**src/rtl/pllcfg_pkg.sv**
```systemverilog
package pllcfg_pkg;

   typedef enum logic [2:0] {
      ST_IDLE,
      ST_SEARCH,
      ST_MUL,
      ST_ACH,
      ST_DEC,
      ST_LP
   } calc_st_t;

   localparam int unsigned WORD_W  = 16;
   localparam int unsigned RANGE_W = 2;
   localparam int unsigned RANGE_N = 3;

   // ascending rate thresholds (kbps); the number of thresholds met is the code
   localparam longint unsigned RANGE_TH [RANGE_N] = '{64'd126000, 64'd251000, 64'd501000};

endpackage

```
**src/rtl/pllcfg_presearch.sv**
```systemverilog
module pllcfg_presearch #(
   parameter int unsigned W        = 32,
   parameter int unsigned PD_W     = 5,
   parameter int unsigned STEP_KHZ = 5000
) (
   input  logic            clk,
   input  logic            rst_n,
   input  logic            go,
   input  logic [W-1:0]    ref_khz,
   output logic            fin,
   output logic [PD_W-1:0] pdiv
);
   localparam int unsigned LW     = W + 1;
   localparam int unsigned PD_MAX = (1 << PD_W) - 1;

   logic [LW-1:0] lim_q;
   logic          run_q;
   logic          step_c;

   // advance while the reference still covers STEP_KHZ per (pdiv+1)
   always_comb begin
      step_c = (pdiv != PD_W'(PD_MAX)) && ({1'b0, ref_khz} >= lim_q);
   end

   always_ff @(posedge clk) begin
      if (!rst_n) begin
         lim_q <= '0;
         run_q <= 1'b0;
         fin   <= 1'b0;
         pdiv  <= PD_W'(1);
      end else if (go) begin
         pdiv  <= PD_W'(1);
         lim_q <= LW'(2 * STEP_KHZ);
         run_q <= 1'b1;
         fin   <= 1'b0;
      end else if (run_q) begin
         if (step_c) begin
            pdiv  <= pdiv + PD_W'(1);
            lim_q <= lim_q + LW'(STEP_KHZ);
         end else begin
            run_q <= 1'b0;
            fin   <= 1'b1;
         end
      end else begin
         fin <= 1'b0;
      end
   end
endmodule

```
**src/rtl/pllcfg_divider.sv**
```systemverilog
module pllcfg_divider #(
   parameter int unsigned DW = 64,
   parameter int unsigned VW = 32
) (
   input  logic          clk,
   input  logic          rst_n,
   input  logic          go,
   input  logic [DW-1:0] dividend,
   input  logic [VW-1:0] divisor,
   output logic          fin,
   output logic [DW-1:0] quot
);
   localparam int unsigned CW = $clog2(DW + 1);

   logic [VW-1:0] rem_q;
   logic [VW-1:0] dvs_q;
   logic [CW-1:0] cnt_q;
   logic [VW:0]   trial_c;
   logic [VW:0]   diff_c;
   logic          ge_c;

   // one restoring step per cycle; the quotient shifts in where the dividend shifts out
   always_comb begin
      trial_c = {rem_q, quot[DW-1]};
      ge_c    = trial_c >= {1'b0, dvs_q};
      diff_c  = ge_c ? (trial_c - {1'b0, dvs_q}) : trial_c;
   end

   always_ff @(posedge clk) begin
      if (!rst_n) begin
         rem_q <= '0;
         dvs_q <= '0;
         cnt_q <= '0;
         quot  <= '0;
         fin   <= 1'b0;
      end else if (go) begin
         rem_q <= '0;
         dvs_q <= divisor;
         quot  <= dividend;
         cnt_q <= CW'(DW);
         fin   <= 1'b0;
      end else if (cnt_q != '0) begin
         rem_q <= diff_c[VW-1:0];
         quot  <= {quot[DW-2:0], ge_c};
         cnt_q <= cnt_q - CW'(1);
         fin   <= (cnt_q == CW'(1));
      end else begin
         fin <= 1'b0;
      end
   end
endmodule

```
**src/rtl/pllcfg_range.sv**
```systemverilog
module pllcfg_range #(
   parameter int unsigned DW = 64
) (
   input  logic [DW-1:0]                   rate,
   output logic [pllcfg_pkg::RANGE_W-1:0] code
);
   import pllcfg_pkg::*;

   logic [RANGE_N-1:0] hit;

   for (genvar k = 0; k < RANGE_N; k++) begin : g_th
      assign hit[k] = rate >= DW'(RANGE_TH[k]);
   end

   always_comb begin
      code = RANGE_W'($countones(hit));
   end
endmodule

```
**src/rtl/pll_word_calc.sv**
```systemverilog
module pll_word_calc #(
   parameter int unsigned W        = 32,
   parameter int unsigned PD_W     = 5,
   parameter int unsigned MUL_W    = 8,
   parameter int unsigned LP_W     = 6,
   parameter int unsigned STEP_KHZ = 5000,
   parameter int unsigned LP_KHZ   = 10000
) (
   input  logic                               clk,
   input  logic                               rst_n,
   input  logic                               start,
   input  logic [W-1:0]                       target_kbps,
   input  logic [W-1:0]                       ref_khz,
   output logic                               busy,
   output logic                               done,
   output logic [pllcfg_pkg::WORD_W-1:0]      pll_word,
   output logic [W+MUL_W-1:0]                 pll_freq,
   output logic [LP_W-1:0]                    lp_field
);
   import pllcfg_pkg::*;

   localparam int unsigned DW     = 2 * W;
   localparam int unsigned FW     = W + MUL_W;
   localparam int unsigned PAD_W  = WORD_W - RANGE_W - PD_W - MUL_W;
   localparam int unsigned LP_DEN = LP_KHZ * 8;

   if (PD_W + MUL_W + RANGE_W >= WORD_W) begin : g_bad_fields
      $error("pll_word_calc: predivider and multiplier fields do not fit the word");
   end
   if (W < 24 || LP_W < 1 || STEP_KHZ == 0 || LP_KHZ == 0) begin : g_bad_params
      $error("pll_word_calc: parameter out of range");
   end

   calc_st_t            st_q;
   logic [W-1:0]        ref_q, tgt_q;
   logic [PD_W-1:0]     pd_q;
   logic [W-1:0]        mul_q;
   logic [WORD_W-1:0]   word_q;
   logic [FW-1:0]       freq_q;
   logic                srch_go, srch_fin;
   logic [PD_W-1:0]     srch_pd;
   logic                div_go, div_fin;
   logic [DW-1:0]       div_a, div_q, lpm1_c;
   logic [W-1:0]        div_b;
   logic [RANGE_W-1:0]  rng_c;
   logic [MUL_W-1:0]    mf_c;
   logic [PD_W-1:0]     df_c;
   logic [WORD_W-1:0]   word_c;

   pllcfg_presearch #(.W(W), .PD_W(PD_W), .STEP_KHZ(STEP_KHZ)) u_search (
      .clk(clk), .rst_n(rst_n), .go(srch_go), .ref_khz(ref_q),
      .fin(srch_fin), .pdiv(srch_pd)
   );

   pllcfg_divider #(.DW(DW), .VW(W)) u_div (
      .clk(clk), .rst_n(rst_n), .go(div_go), .dividend(div_a), .divisor(div_b),
      .fin(div_fin), .quot(div_q)
   );

   pllcfg_range #(.DW(DW)) u_range (
      .rate(div_q), .code(rng_c)
   );

   always_comb begin
      mf_c   = (mul_q[MUL_W-1:0] == '0) ? MUL_W'(1) : mul_q[MUL_W-1:0];
      df_c   = (pd_q == '0) ? PD_W'(1) : pd_q;
      word_c = {rng_c, PAD_W'(0), pd_q, mul_q[MUL_W-1:0]};
      lpm1_c = div_q - DW'(1);
   end

   always_ff @(posedge clk) begin
      if (!rst_n) begin
         st_q     <= ST_IDLE;
         ref_q    <= '0;
         tgt_q    <= '0;
         pd_q     <= '0;
         mul_q    <= '0;
         word_q   <= '0;
         freq_q   <= '0;
         srch_go  <= 1'b0;
         div_go   <= 1'b0;
         div_a    <= '0;
         div_b    <= '0;
         busy     <= 1'b0;
         done     <= 1'b0;
         pll_word <= '0;
         pll_freq <= '0;
         lp_field <= '0;
      end else begin
         srch_go <= 1'b0;
         div_go  <= 1'b0;
         done    <= 1'b0;
         unique case (st_q)
            ST_IDLE: if (start) begin
               ref_q   <= ref_khz;
               tgt_q   <= target_kbps;
               srch_go <= 1'b1;
               busy    <= 1'b1;
               st_q    <= ST_SEARCH;
            end
            ST_SEARCH: if (srch_fin) begin
               // ceiling quotient as (a + b - 1) / b
               pd_q   <= srch_pd;
               div_a  <= DW'(tgt_q) * DW'(srch_pd) + DW'(ref_q) - DW'(1);
               div_b  <= ref_q;
               div_go <= 1'b1;
               st_q   <= ST_MUL;
            end
            ST_MUL: if (div_fin) begin
               mul_q  <= div_q[W-1:0];
               div_a  <= DW'(ref_q) * DW'(div_q[W-1:0]);
               div_b  <= W'(pd_q);
               div_go <= 1'b1;
               st_q   <= ST_ACH;
            end
            ST_ACH: if (div_fin) begin
               word_q <= word_c;
               div_a  <= DW'(ref_q) * DW'(mf_c);
               div_b  <= W'(df_c);
               div_go <= 1'b1;
               st_q   <= ST_DEC;
            end
            ST_DEC: if (div_fin) begin
               freq_q <= div_q[FW-1:0];
               div_a  <= DW'(div_q[FW-1:0]) + DW'(LP_DEN - 1);
               div_b  <= W'(LP_DEN);
               div_go <= 1'b1;
               st_q   <= ST_LP;
            end
            ST_LP: if (div_fin) begin
               pll_word <= word_q;
               pll_freq <= freq_q;
               lp_field <= lpm1_c[LP_W-1:0];
               done     <= 1'b1;
               busy     <= 1'b0;
               st_q     <= ST_IDLE;
            end
            default: st_q <= ST_IDLE;
         endcase
      end
   end
endmodule

```
**config.mk**
```make
export PLATFORM = sky130hd
export DESIGN_NAME = pll_word_calc
export DESIGN_NICKNAME = d
export VERILOG_FILES = /design/src/rtl/pllcfg_pkg.sv /design/src/rtl/pllcfg_presearch.sv /design/src/rtl/pllcfg_divider.sv /design/src/rtl/pllcfg_range.sv /design/src/rtl/pll_word_calc.sv
export SDC_FILE = /design/constraint.sdc
export NUM_CORES = 2
export LEC_CHECK = 0
export ABC_AREA = 1
export BUFFER_PORTS_ARGS = -buffer_cell sky130_fd_sc_hd__clkbuf_2
export CORE_MARGIN = 3
export CORE_UTILIZATION = 30
export DETAILED_ROUTE_END_ITERATION = 16
export PLACE_DENSITY = 0.54
export SLEW_MARGIN = 0
export SYNTH_ARGS = -nofsm -noshare
export SYNTH_HDL_FRONTEND = slang
export SYNTH_SLANG_ARGS = --single-unit
```
**constraint.sdc**
```tcl
create_clock -name clk -period 9.3 [get_ports clk]
set_input_delay 0.465 -clock clk [delete_from_list [all_inputs] [get_ports clk]]
set_output_delay 0.465 -clock clk [all_outputs]
set_load 0.01 [all_outputs]
```
# Word level (Yosys, flattened, before mapping)
# Cells that the tools add are included.
[word_totals]
register_bits = 472
out_inout_bits = 64
input_bits = 67
wordCells = 126
[classes]
n_bitwise = 3
addsub = 10
reduce_logical = 28
eq_ne = 13
mux = 37
n_mul = 3
n_lt_le_gt_ge = 5
[op_table]
columns = ["cell", "count"]
rows = [
  ["2-to-1 mux 64 bit", 6],
  ["case mux 64 bit (4 select lines)", 1],
  ["2-to-1 mux 32 bit", 5],
  ["case mux 32 bit (4 select lines)", 1],
  ["greater-or-equal comparator 64 x 17 -> 1 bit (second input constant)", 1],
  ["greater-or-equal comparator 64 x 18 -> 1 bit (second input constant)", 1],
  ["greater-or-equal comparator 64 x 19 -> 1 bit (second input constant)", 1],
  ["multiplier 32 x 32 -> 64 bit", 1],
  ["2-to-1 mux 14 bit", 3],
  ["adder 40 x 17 -> 41 bit (second input constant)", 1],
  ["multiplier 32 x 8 -> 40 bit", 1],
  ["subtractor 38 x 1 -> 39 bit (second input constant)", 1],
  ["adder 37 x 32 -> 38 bit", 1],
  ["multiplier 32 x 5 -> 37 bit", 1],
  ["adder 33 x 13 -> 33 bit (second input constant)", 1],
  ["greater-or-equal comparator 32 x 33 -> 1 bit", 1],
  ["greater-or-equal comparator 33 x 32 -> 1 bit", 1],
  ["subtractor 32 bit", 1],
  ["AND reduction 2 bit", 10],
  ["2-to-1 mux 3 bit", 6],
  ["case mux 3 bit (6 select lines)", 1],
  ["2-to-1 mux 7 bit", 2],
  ["inequality test 2 x 1 -> 1 bit (second input constant)", 5],
  ["OR reduction 3 bit", 3],
  ["27 further kinds", 43],
]

# Logic depth before layout (Yosys ltp)
[logic_depth]
ltp_word = 5
ltp_mapped = 37

# Cells and area by module
# Synthesis repeated with hierarchy kept, for this count alone.
[hier_totals]
hier_cells = 10603
area_unflattened_um2 = 74763.0
[modules_own_cells]
columns = ["mod", "cells_per_inst", "seq_area_each_um2", "instances", "area_each_um2"]
rows = [
  ["pll_word_calc", 8733, 5925.7, 1, 63085.5],
  ["pllcfg_divider", 1274, 2722.6, 1, 8150.3],
  ["pllcfg_presearch", 494, 740.7, 1, 3060.4],
  ["pllcfg_range", 102, 0.0, 1, 466.7],
]

# Worst setup path after synthesis
# No wires, ideal clock.
[synth_path]
kind = "reg-to-reg"
from = "register ref_q[0]"
to = "register div_a[59]"
required_ns = 9.183
t_arrival_ns = 6.719
setup_time_ns = 0.117
path_stages_with_launch = 27
synth_period_minus_slack_ns = 6.836
slack_ns = 2.464
path_cell_list = "dfxtp_1 > clkbuf_1 > buf_1 > nand2_1 > fa_1 > fa_1 > inv_1 > fa_1 > fa_1 > fa_1 > fa_1 > fa_1 > inv_1 > fa_1 > inv_1 > ha_1 > nand2_1 > nor2_1 > inv_1 > nor2_1 > inv_1 > nor4_1 > nand2_1 > a21oi_1 > nor2_1 > nor2_1 > nor2_1"
[synth_between]
elab_chain_len = 4
[synth_lines]
columns = ["item", "line_no", "source"]
rows = [
  ["start: declaration", "pll_word_calc.sv:35", "logic [W-1:0] ref_q, tgt_q;"],
  ["start signal: assignment", "pll_word_calc.sv:95", "ref_q <= ref_khz;"],
  ["adder 37 x 32 -> 38 bit", "pll_word_calc.sv:104", "div_a <= DW'(tgt_q) * DW'(srch_pd) + DW'(ref_q) - DW'(1);"],
  ["subtractor 38 x 1 -> 39 bit", "pll_word_calc.sv:104", ""],
  ["2-to-1 mux 64 bit", "pll_word_calc.sv:101", "ST_SEARCH: if (srch_fin) begin"],
  ["case mux 64 bit (4 select lines) (*)", "pll_word_calc.sv:93", "unique case (st_q)"],
  ["end signal: assignment", "pll_word_calc.sv:104", ""],
  ["end signal: assignment", "pll_word_calc.sv:111", "div_a <= DW'(ref_q) * DW'(div_q[W-1:0]);"],
  ["end signal: assignment", "pll_word_calc.sv:118", "div_a <= DW'(ref_q) * DW'(mf_c);"],
  ["end: declaration", "pll_word_calc.sv:43", "logic [DW-1:0] div_a, div_q, lpm1_c;"],
]
# Mark *: on every way between the ends. The rest lies on a longest branch, timed or not. The select of a mux whose other input is x is not followed.
# A chain may end at the register's enable or synchronous reset.

# Worst setup path in the final report
[layout_path]
from = "register ref_q[18]"
to = "register div_a[36]"
# Same word-level chain as after synthesis.

==> impl_metrics.csv <==
group,metric,value,unit
status,run_status,"complete, no violations",
timing,finalCritPeriodShare,0.880,
placement,gp_congestion,0.989,
global_routing,grt_max_degree,137,
power_and_ir_drop,total_power,15.5,mW
yosys,yosysWarnings,0,
drt,ant_nets,0,
floorplanning,fp.dieH,501,um
setup_path,r2r_end,"div_a[36]",
yosys,synth_nets,12000,
placement,port_buffers,129,
power_and_ir_drop,p_comb_frac,0.651,
clock_tree,clock_latency,730,ps
timing,tightest_slew,1170,ps
yosys,avgSynthCellArea,7.15,um^2
drt,vias,64600,
layout,fillers,26300,
setup_path,reg2reg_depth,27,
timing,rsz0062_at_grt,"no",
global_routing,grt_usage,0.214,
setup_path,worst_ep_arrival_time,8800,ps
hold_path,min_to,"tgt_q[26]",
hold_path,min_from,"target_kbps[26]",
setup_path,timing_worst_setup_path_type,"reg2reg",
power_and_ir_drop,p_switching,8.97,mW
power_and_ir_drop,seq_power_share,0.195,
timing,whs,76.7,ps
power_and_ir_drop,pwr_density_cell,195,nW/um^2
setup_path,critPathMaxFanout,19,
drt,post-route-drc-count,0,
setup_path,critPathLaunchType,"flop",
floorplanning,io_pins,131,
drt,routedLengthMet1,120,mm
yosys,ys_ff_latch,469,
power_and_ir_drop,p_int,6.50,mW
global_routing,grt_pass1_vias,65700,
timing,relSlewSlack,0.214,
hold_path,min_path_cells,3,
floorplanning,core-area,243000,um^2
yosys,synth_edf_count,0,
job,cap_violations,0,
clock_tree,cts_max_level,2,
power_and_ir_drop,leakage,43.6,nW
yosys,synthesis.area,73500,um^2
setup_path,r2r_slack,1110,ps
drt,initialDrtViolationCount,5471,
clock_tree,post_cts_resized,0,
layout,instances_no_fill,13400,
clock_tree,clk_pin_slew,70,ps
clock_tree,cts_buffers,55,
drt,drt-total-wl,269,mm
drt,wl_met2,120,mm
placement,place_ws,1190,ps
yosys,synth_cell_types,53,
power_and_ir_drop,p_sw_frac,0.580,
yosys,async_reset_ff_frac,0,
yosys,synth_cells,10300,
floorplanning,rows,181,
placement,placedCellCount,13300,
drt,wl_met3,19.5,mm
global_routing,overflow,0,
timing,fin_worst_skew,70.3,ps
drt,drt_pre_antenna_iters,8,
setup_path,end_kind,"flop",
floorplanning,die-area,251000,um^2
power_and_ir_drop,power.clock.fraction,0.154,
floorplanning,start_util,0.302,
drt,post_drt_wl_per_cell,20.1,um
yosys,seq_area_frac_synth,0.128,
layout,fin_nets,11900,
power_and_ir_drop,ir_drop,0.228,mV
global_routing,grt_pass1_wl,412,mm
drt,vias_per_cell,4.83,
timing,finalWorstPathRequiredPeriod,8190,ps
clock_tree,cts_buffer_depth,3,
timing,fin_tns_setup,0,ps
clock_tree,post-cts-setup-buffers,0,
timing,layout_setup_ws,1110,ps
setup_path,regToRegStartpoint,"ref_q[18]",
timing,fmax,0.122,GHz
setup_path,critPathRequiredTime,9910,ps
clock_tree,cts_tree,"done",
global_routing,antenna_found_initial,13,
layout,syn_to_final_growth,8.14,%
placement,place_hpwl,214,mm
timing,setup_violations,0,
yosys,synth_ff_type,"dfxtp_1",
clock_tree,holdBufCountCts,0,
timing,report.final.slew_viol_count,0,
clock_tree,cts_sinks,469,
hold_path,hold_path.class,"in2reg",
drt,top_layer,"met5",
timing,hold_viol_final,0,
floorplanning,die_width,501,um
layout,layout-drive-gt1-share,0.0504,
clock_tree,cts_root_buffer,"clkbuf_16",
kinds of logic (layout without fill, tap and decap cells):
group,after synthesis,after routing,share of synthesized area
buf+inv,2942,2820,0.152
simple gates,3886,3886,0.213
xor+xnor,69,69,0.00822
fa+ha+maj,1675,1675,0.408
compound gates,1247,1247,0.0914
other cells,1,3,0.0000510
flops,469,469,0.128
how the worst max path moves through the flow:
stage	from	end	slack, ps	cells past startpoint
2_1_floorplan	ref_q[0]	div_a[59]	2460	26
3_3_place_gp	u_div.quot[29]	div_a[36]	1220	25
3_5_place_dp	u_div.quot[10]	div_a[36]	1190	24
4_1_cts	ref_q[18]	div_a[36]	1180	27
5_1_grt	ref_q[18]	div_a[36]	780	27
6_report	ref_q[18]	div_a[36]	1110	27
synth_stat cells, drive strengths merged, types with 2 or more instances:
library cell	instances	area [um^2]
a41oi	2	17.5
nand4	80	500
clkbuf	383	1440
and3	2	12.5
o22ai	11	68.8
o311ai	4	35.0
o211ai	70	526
nand2	2706	10200
inv	2421	9090
nand3b	37	278
dfxtp	469	9390
xor2	47	412
o21bai	33	251
a221oi	3	26.3
nor3b	2	15.0
ha	474	5930
o31ai	3	22.5
and2	5	31.3
a21oi	612	3060
a21boi	3	26.3
a22oi	7	52.6
a31oi	15	93.8
nor3	77	395
nand3	379	1900
nor2	565	2150
a211oi	5	37.5
or2	19	119
o221ai	2	17.5
buf	137	642
fa	1201	24000
a21o	10	75.1
nor4	14	87.6
o21a	18	135
xnor2	22	193
o21ai	446	2250
power groups by stage:
| stage | Combinational (mW) | Sequential, mW | Clock (mW) |
|---|---|---|---|
| 2_1_floorplan | 6.31 | 2.44 | 0 |
| 3_3_place_gp | 9.80 | 3.05 | 0 |
| 3_5_place_dp | 9.76 | 3.04 | 0 |
| 4_1_cts | 9.84 | 3.00 | 2.42 |
| 5_1_grt | 11.0 | 3.05 | 2.49 |
| 6_report | 10.1 | 3.01 | 2.38 |
state kept, by name (all words and copies together), names as in the netlist, 7 cells and up:
signal / cells
u_div.cnt_q: 7
tgt_q: 32
freq_q: 40
ref_q: 32
div_b: 32
pll_word: 15
mul_q: 8
u_div.quot: 64
u_div.dvs_q: 32
u_search.lim_q: 30
pll_freq: 40
word_q: 15
u_div.rem_q: 32
div_a: 64
area by class of cell:
cell class                      instances  area [um^2]  share of cell area
Inverter                             2422         9100               0.114
Antenna cell                            2         5.00           0.0000630
Clock inverter                         37          435             0.00548
Sequential cell                       469         9460               0.119
Clock buffer                           66         1500              0.0188
Tap cell                             3202         4010              0.0504
Multi-Input combinational cell       6878        53000               0.667
Timing Repair Buffer                  295         1990              0.0250
through the flow:
step                instance area (um^2)   util
detailed placement                 77600  0.319
CTS                                79500  0.327
global route                       79500  0.327
global placement                   77600  0.319
floorplan                          73500      -
finish                             79500  0.327
worst max-delay path, cell delays in order (launching register included):
cell	delay (ps)
dfxtp_2	910
buf_4	340
nand2_1	70
inv_1	100
fa_1	430
fa_1	520
inv_1	80
fa_1	530
fa_1	530
inv_1	50
fa_1	460
fa_1	510
fa_1	550
inv_1	60
fa_1	540
inv_1	50
ha_1	370
nand2_1	110
nor2_1	220
nand2_1	190
nor2_1	290
nand3_1	220
nand3_1	130
nand2_1	50
nand3_1	290
nand4_1	130
nor2_1	230
nor2_1	60
cell usage in the layout (no fill, tap or decap), drive strengths merged, types with 80 or more instances in the layout:
master     n
nand2   2706
inv     2427
fa      1201
a21oi    612
nor2     565
ha       474
dfxtp    469
o21ai    446
nand3    379
clkbuf   194
buf      167
nand4     80
layer usage:
layer / GRT usage / vias to the layer above
met2: 0.339 / 2147
met1: 0.300 / 31700
met3: 0.0302 / 401
met4: 0.0693 / 6
li1: - / 30400
met5: 0 / -
(Power assumes the default switching activity.)
